===== config.mk =====
export PLATFORM = sky130hd
export DESIGN_NAME = rx_stat_counters
export DESIGN_NICKNAME = d
export VERILOG_FILES = /design/src/rtl/rxs_pkg.sv /design/src/rtl/rxs_sat_ctr.sv /design/src/rtl/rxs_ctrl.sv /design/src/rtl/rxs_datapath.sv /design/src/rtl/rx_stat_counters.sv
export SDC_FILE = /design/constraint.sdc
export NUM_CORES = 1
export LEC_CHECK = 0
export BUFFER_PORTS_ARGS = -buffer_cell sky130_fd_sc_hd__buf_2
export CORE_AREA = 2 2 216 218
export DETAILED_ROUTE_END_ITERATION = 10
export DIE_AREA = 0 0 218 220
export PLACE_DENSITY = 0.83
export SYNTH_ARGS = -nofsm -noshare
export SYNTH_HDL_FRONTEND = slang
export SYNTH_SLANG_ARGS = --single-unit

===== constraint.sdc =====
create_clock -name clk -period 10 [get_ports clk]
set_clock_uncertainty 0.05 [all_clocks]
set_input_delay 1.5 -clock clk [delete_from_list [all_inputs] [get_ports clk]]
set_output_delay 1.5 -clock clk [all_outputs]
set_load 0.1 [all_outputs]

===== src/rtl/rxs_pkg.sv =====
package rxs_pkg;
  typedef enum logic [1:0] {
    FT_OTHER = 2'd0,
    FT_BCAST = 2'd1,
    FT_MCAST = 2'd2,
    FT_RSVD  = 2'd3
  } frameType_e;

  localparam int NUM_BINS     = 6;
  localparam int NUM_PKT_CTRS = 5 + NUM_BINS;
  localparam int IDX_OVERSIZE = 0;
  localparam int IDX_TOTAL    = 1;
  localparam int IDX_GOOD     = 2;
  localparam int IDX_BCAST    = 3;
  localparam int IDX_MCAST    = 4;
  localparam int IDX_HIST0    = 5;

  typedef struct packed {
    logic                incOversize;
    logic                incRx;
    logic                incBcast;
    logic                incMcast;
    logic [NUM_BINS-1:0] histSel;
  } rxStrobe_t;
endpackage


===== src/rtl/rxs_sat_ctr.sv =====
module rxs_sat_ctr #(
  parameter int W = 32
) (
  input  logic         clk,
  input  logic         rstN,
  input  logic         en,
  input  logic [W-1:0] addVal,
  output logic [W-1:0] count
);
  logic [W:0] sum;

  assign sum = {1'b0, count} + {1'b0, addVal};

  always_ff @(posedge clk) begin
    if (!rstN) begin
      count <= '0;
    end else if (en) begin
      count <= sum[W] ? '1 : sum[W-1:0];
    end
  end
endmodule


===== src/rtl/rxs_ctrl.sv =====
module rxs_ctrl
  import rxs_pkg::*;
#(
  parameter int LEN_W     = 16,
  parameter int VLAN_MAX  = 1522,
  parameter int JUMBO_MAX = 16384
) (
  input  logic             frameDone,
  input  logic [LEN_W-1:0] lenNoFcs,
  input  logic [LEN_W-1:0] lenWithFcs,
  input  logic [1:0]       frameType,
  input  logic             longPktEn,
  input  logic             storeBad,
  output rxStrobe_t        strb,
  output logic [LEN_W:0]   octInc
);
  logic overLimit;
  logic oversized;
  logic accept;
  logic [NUM_BINS-1:0] binHit;

  for (genvar i = 0; i < NUM_BINS; i++) begin : g_bin
    localparam int LO = (i == 0) ? 64 : ((i == 1) ? 65 : (64 << (i - 1)));
    localparam int HI = (64 << i) - 1;
    if (i == 0) begin : g_exact
      assign binHit[i] = ({1'b0, lenWithFcs} == (LEN_W+1)'(64));
    end else if (i == NUM_BINS - 1) begin : g_top
      assign binHit[i] = ({1'b0, lenWithFcs} >= (LEN_W+1)'(LO));
    end else begin : g_mid
      assign binHit[i] = ({1'b0, lenWithFcs} >= (LEN_W+1)'(LO)) &&
                         ({1'b0, lenWithFcs} <= (LEN_W+1)'(HI));
    end
  end

  always_comb begin
    overLimit = ({1'b0, lenNoFcs} > (LEN_W+1)'(JUMBO_MAX)) ||
                (!longPktEn && ({1'b0, lenNoFcs} > (LEN_W+1)'(VLAN_MAX)));
    oversized = overLimit && !storeBad;
    accept    = frameDone && !oversized;

    strb             = '0;
    strb.incOversize = frameDone && oversized;
    strb.incRx       = accept;
    strb.incBcast    = accept && (frameType == FT_BCAST);
    strb.incMcast    = accept && (frameType == FT_MCAST);
    strb.histSel     = accept ? binHit : '0;
    octInc           = {1'b0, lenNoFcs} + (LEN_W+1)'(4);
  end
endmodule


===== src/rtl/rxs_datapath.sv =====
module rxs_datapath
  import rxs_pkg::*;
#(
  parameter int LEN_W  = 16,
  parameter int CNT_W  = 32,
  parameter int OCT_W  = 64,
  parameter int DW     = 32,
  parameter int ADDR_W = 4
) (
  input  logic              clk,
  input  logic              rstN,
  input  rxStrobe_t         strb,
  input  logic [LEN_W:0]    octInc,
  input  logic [ADDR_W-1:0] rdAddr,
  output logic [DW-1:0]     rdData
);
  localparam int WIDE_W   = 2 * DW;
  localparam int ADR_TOTL = NUM_PKT_CTRS;
  localparam int ADR_GOOD = NUM_PKT_CTRS + 2;

  logic [NUM_PKT_CTRS-1:0] incVec;
  logic [CNT_W-1:0]        pktCnt [NUM_PKT_CTRS];
  logic [OCT_W-1:0]        totOct;
  logic [OCT_W-1:0]        goodOct;
  logic [OCT_W-1:0]        octAdd;
  logic [WIDE_W-1:0]       totWide;
  logic [WIDE_W-1:0]       goodWide;

  always_comb begin
    incVec = '0;
    incVec[IDX_OVERSIZE] = strb.incOversize;
    incVec[IDX_TOTAL]    = strb.incRx;
    incVec[IDX_GOOD]     = strb.incRx;
    incVec[IDX_BCAST]    = strb.incBcast;
    incVec[IDX_MCAST]    = strb.incMcast;
    incVec[IDX_HIST0 +: NUM_BINS] = strb.histSel;
  end

  for (genvar i = 0; i < NUM_PKT_CTRS; i++) begin : g_pkt
    rxs_sat_ctr #(.W(CNT_W)) uCtr (
      .clk    (clk),
      .rstN   (rstN),
      .en     (incVec[i]),
      .addVal (CNT_W'(1)),
      .count  (pktCnt[i])
    );
  end

  assign octAdd = OCT_W'(octInc);

  rxs_sat_ctr #(.W(OCT_W)) uTotOct (
    .clk (clk), .rstN (rstN), .en (strb.incRx), .addVal (octAdd), .count (totOct)
  );

  rxs_sat_ctr #(.W(OCT_W)) uGoodOct (
    .clk (clk), .rstN (rstN), .en (strb.incRx), .addVal (octAdd), .count (goodOct)
  );

  assign totWide  = WIDE_W'(totOct);
  assign goodWide = WIDE_W'(goodOct);

  always_comb begin
    rdData = '0;
    if (int'(rdAddr) < NUM_PKT_CTRS) begin
      rdData = DW'(pktCnt[rdAddr]);
    end else if (int'(rdAddr) == ADR_TOTL) begin
      rdData = totWide[DW-1:0];
    end else if (int'(rdAddr) == ADR_TOTL + 1) begin
      rdData = totWide[WIDE_W-1:DW];
    end else if (int'(rdAddr) == ADR_GOOD) begin
      rdData = goodWide[DW-1:0];
    end else if (int'(rdAddr) == ADR_GOOD + 1) begin
      rdData = goodWide[WIDE_W-1:DW];
    end
  end
endmodule


===== src/rtl/rx_stat_counters.sv =====
module rx_stat_counters
  import rxs_pkg::*;
#(
  parameter int LEN_W = 16,
  parameter int CNT_W = 32,
  parameter int OCT_W = 64
) (
  input  logic             clk,
  input  logic             rstN,
  input  logic             frameDone,
  input  logic [LEN_W-1:0] lenNoFcs,
  input  logic [LEN_W-1:0] lenWithFcs,
  input  logic [1:0]       frameType,
  input  logic [1:0]       rxCtrl,
  input  logic [3:0]       rdAddr,
  output logic [31:0]      rdData
);
  localparam int DW = 32;

  rxStrobe_t      strb;
  logic [LEN_W:0] octInc;

  rxs_ctrl #(.LEN_W(LEN_W)) uCtrl (
    .frameDone  (frameDone),
    .lenNoFcs   (lenNoFcs),
    .lenWithFcs (lenWithFcs),
    .frameType  (frameType),
    .longPktEn  (rxCtrl[0]),
    .storeBad   (rxCtrl[1]),
    .strb       (strb),
    .octInc     (octInc)
  );

  rxs_datapath #(
    .LEN_W (LEN_W), .CNT_W (CNT_W), .OCT_W (OCT_W), .DW (DW), .ADDR_W (4)
  ) uDp (
    .clk    (clk),
    .rstN   (rstN),
    .strb   (strb),
    .octInc (octInc),
    .rdAddr (rdAddr),
    .rdData (rdData)
  );
endmodule


==> metrics.txt <==
Pleak=9.96 nW; Arrival @ worst endpoint=4730 ps; Tcrit/Tclk final=62.8%; Post-DRT Antenna Nets=0; global-route wire length before repair=162000 µm; Max-slew headroom=3.50%; Final Non-Filler Cells=3963; H-tree Lvls=2; Die H=220 µm; Crit path required time=8450 ps; Residual DRC=0; layout cell share with drive strength beyond 1=10.1%; Clock Sinks=480; Slew @ Worst Pin=1440 ps; RSZ-0062 raised after global routing=no; Post-synth EDFFs=0; multi-input combinational cell area=18300 µm²; HP Class=flop to flop; Global Route Usage Sum=44.6%; GP Congestion=1.11; synth unique cells=72; Synth Flop Type=dfxtp_1; clock power share=45.8%; initial antenna violation count=20; crit path max fanout=79; final core occ=68.3%; ys async rst share=0%; Yosys top cell by area=dfxtp_1; yosys warns=0; core box area=45900 µm²; largest net degree at the start of global routing=213; nets=3408; vias in the first global route=27000; final hold vios=0; Reg2Reg Depth=10; worst skew pair latency=630 ps; PD cells=136 nW/µm²; pins over their slew limit=0; syn nets=3466; FMAX=159 MHz; CTS Buf Count=53; Setup Fix Bufs, Post-CTS=0; minimum clock period=6280 ps; Core Rows=79; register area=9610 µm²; via count=29200; status=completed; Post-CTS Resized=0; Placed Cells=3867; Seq cells post-synth=480; Comb pwr share=8.3%; Mapped Area=29000 µm²; Total Wirelength=109000 µm; I/O Buffers=74; Psw=0.00109 W; Post-DP HPWL=79900 µm; type of origin of the critical path=input pin; WL per Instance=27.4 µm; CTS tree=built; register area share after synthesis=33.1%; Int Pwr=0.00318 W; top post-synthesis cells by area=dfxtp_1 (33%), mux4_2 (9.7%), xnor2_1 (7.8%); clock-pin slew on the worst setup and hold paths=60 ps; switch share=25.5%; average size of a mapped cell=8.60 µm²; Die Area=48000 µm²; Synth top cells by count=dfxtp_1 (480), a21oi_1 (402), nand2_1 (284); initial core utilization=63.3%; via/cell ratio=7.36; total congestion overflow=0; First-pass DRT Iterations=8; root buffer selected by CTS=clkbuf_16; final setup violation count=0; synthesized instance count=3373; Post-CTS Hold Buffers=0; post-synth top area share=33.1%; count leader, synth=dfxtp_1; CP endpoint kind=output pin; die width=218 µm; Reg power frac=45.8%; max cap viols=0; VDD IR-drop max=0.000127 V; hold path depth=1; I/O pin total=75; P&R area growth vs syn=7.91%; Setup CP Type=input pin to output pin; Fillers=3602; Setup TNS Final=0 ps; initial DRC count=4240; worst-case clock buffer depth=3
-- registers in the layout, summed over array words and instances (netlist names) --
signal                flops
uDp.uTotOct.count        64
uDp.uGoodOct.count       64
uDp.g_pkt.uCtr.count    352
-- layout by cell type (no fill, tap or decap), types with 9 or more instances in the layout --
master,instances
nand4_1,115
clkbuf_8,9
a21oi_1,402
mux2i_1,55
clkbuf_1,15
or3_1,20
a211oi_1,41
ha_1,48
or4_1,12
mux4_2,125
o211a_1,12
a2111oi_0,28
nand3b_1,9
clkbuf_16,53
dfxtp_1,480
buf_4,32
nand2_1,284
nor3_1,147
a21o_1,21
o211ai_1,10
and3_1,106
nand3_1,174
nor2_1,137
and4_1,49
nor4_1,114
inv_1,84
and2_1,28
buf_2,72
a31oi_1,71
a311oi_1,18
o21ai_0,92
xnor2_1,259
xor2_1,82
-- through the flow --
stage | power, W | hold WS, ps | setup WS [ps] | instance area, µm²
floorplan | 0.00223 | 392 | 4670 | 29000
global placement | 0.00233 | 411 | 3930 | 29600
detailed placement | 0.00234 | 448 | 3860 | 29600
CTS | 0.00424 | 461 | 3850 | 31300
global route | 0.00436 | 498 | 3600 | 31300
finish | 0.00427 | 466 | 3720 | 31300
-- path summary, 6_finish.rpt --
check | start | slack [ps] | to
max | rdAddr[1] | 3720 | rdData[18]
min | uDp.g_pkt[7].uCtr.count[23] | 470 | uDp.g_pkt[7].uCtr.count[23]
max reg2reg | uDp.uGoodOct.count[0] | 5650 | uDp.uGoodOct.count[16]
min reg2reg | uDp.g_pkt[7].uCtr.count[23] | 470 | uDp.g_pkt[7].uCtr.count[23]
-- cell type report --
type / count / area share [%]
Antenna cell: 8 / 0.0639
Clock buffer: 77 / 4.81
Clock inverter: 11 / 0.503
Inverter: 85 / 1.04
Multi-Input combinational cell: 2588 / 58.4
Sequential cell: 480 / 30.7
Tap cell: 607 / 2.43
Timing Repair Buffer: 107 / 2.05
-- cell families (layout without fill, tap and decap cells) --
family	Yosys count	count (layout)	synth area share, %
multiplexers	180	180	11.6
AO/OA/AOI/OAI	763	763	15.8
flip-flops	480	480	33.1
other	0	8	0
adder cells (fa/ha/maj)	50	50	2.21
XOR/XNOR	341	341	10.3
buffers and inverters	305	280	4.01
AND/OR/NAND/NOR	1254	1254	23.0
-- routing by layer --
layer	global-route usage [%]	routed length, µm	vias to the layer above
li1	-	-	12600
met1	51.8	37300	13800
met2	66.9	45900	2192
met3	16.4	15100	601
met4	34.2	10300	18
met5	0	127	-
-- power groups by stage --
stage	logic [W]	registers [W]	clock network (W)
after floorplan	0.000254	0.00198	0
final	0.000356	0.00196	0.00196
after CTS	0.000346	0.00195	0.00194
after detailed placement	0.000344	0.00199	0
after global placement	0.000337	0.00199	0
after global routing	0.000378	0.00195	0.00203
-- critical path, cell delays in order --
cell	delay (ps)
buf_6	600
buf_4	780
nor2b_2	500
nand2_1	200
o21ai_0	130
mux4_2	570
buf_2	320
Note: power is estimated with default switching activity, not from simulation.
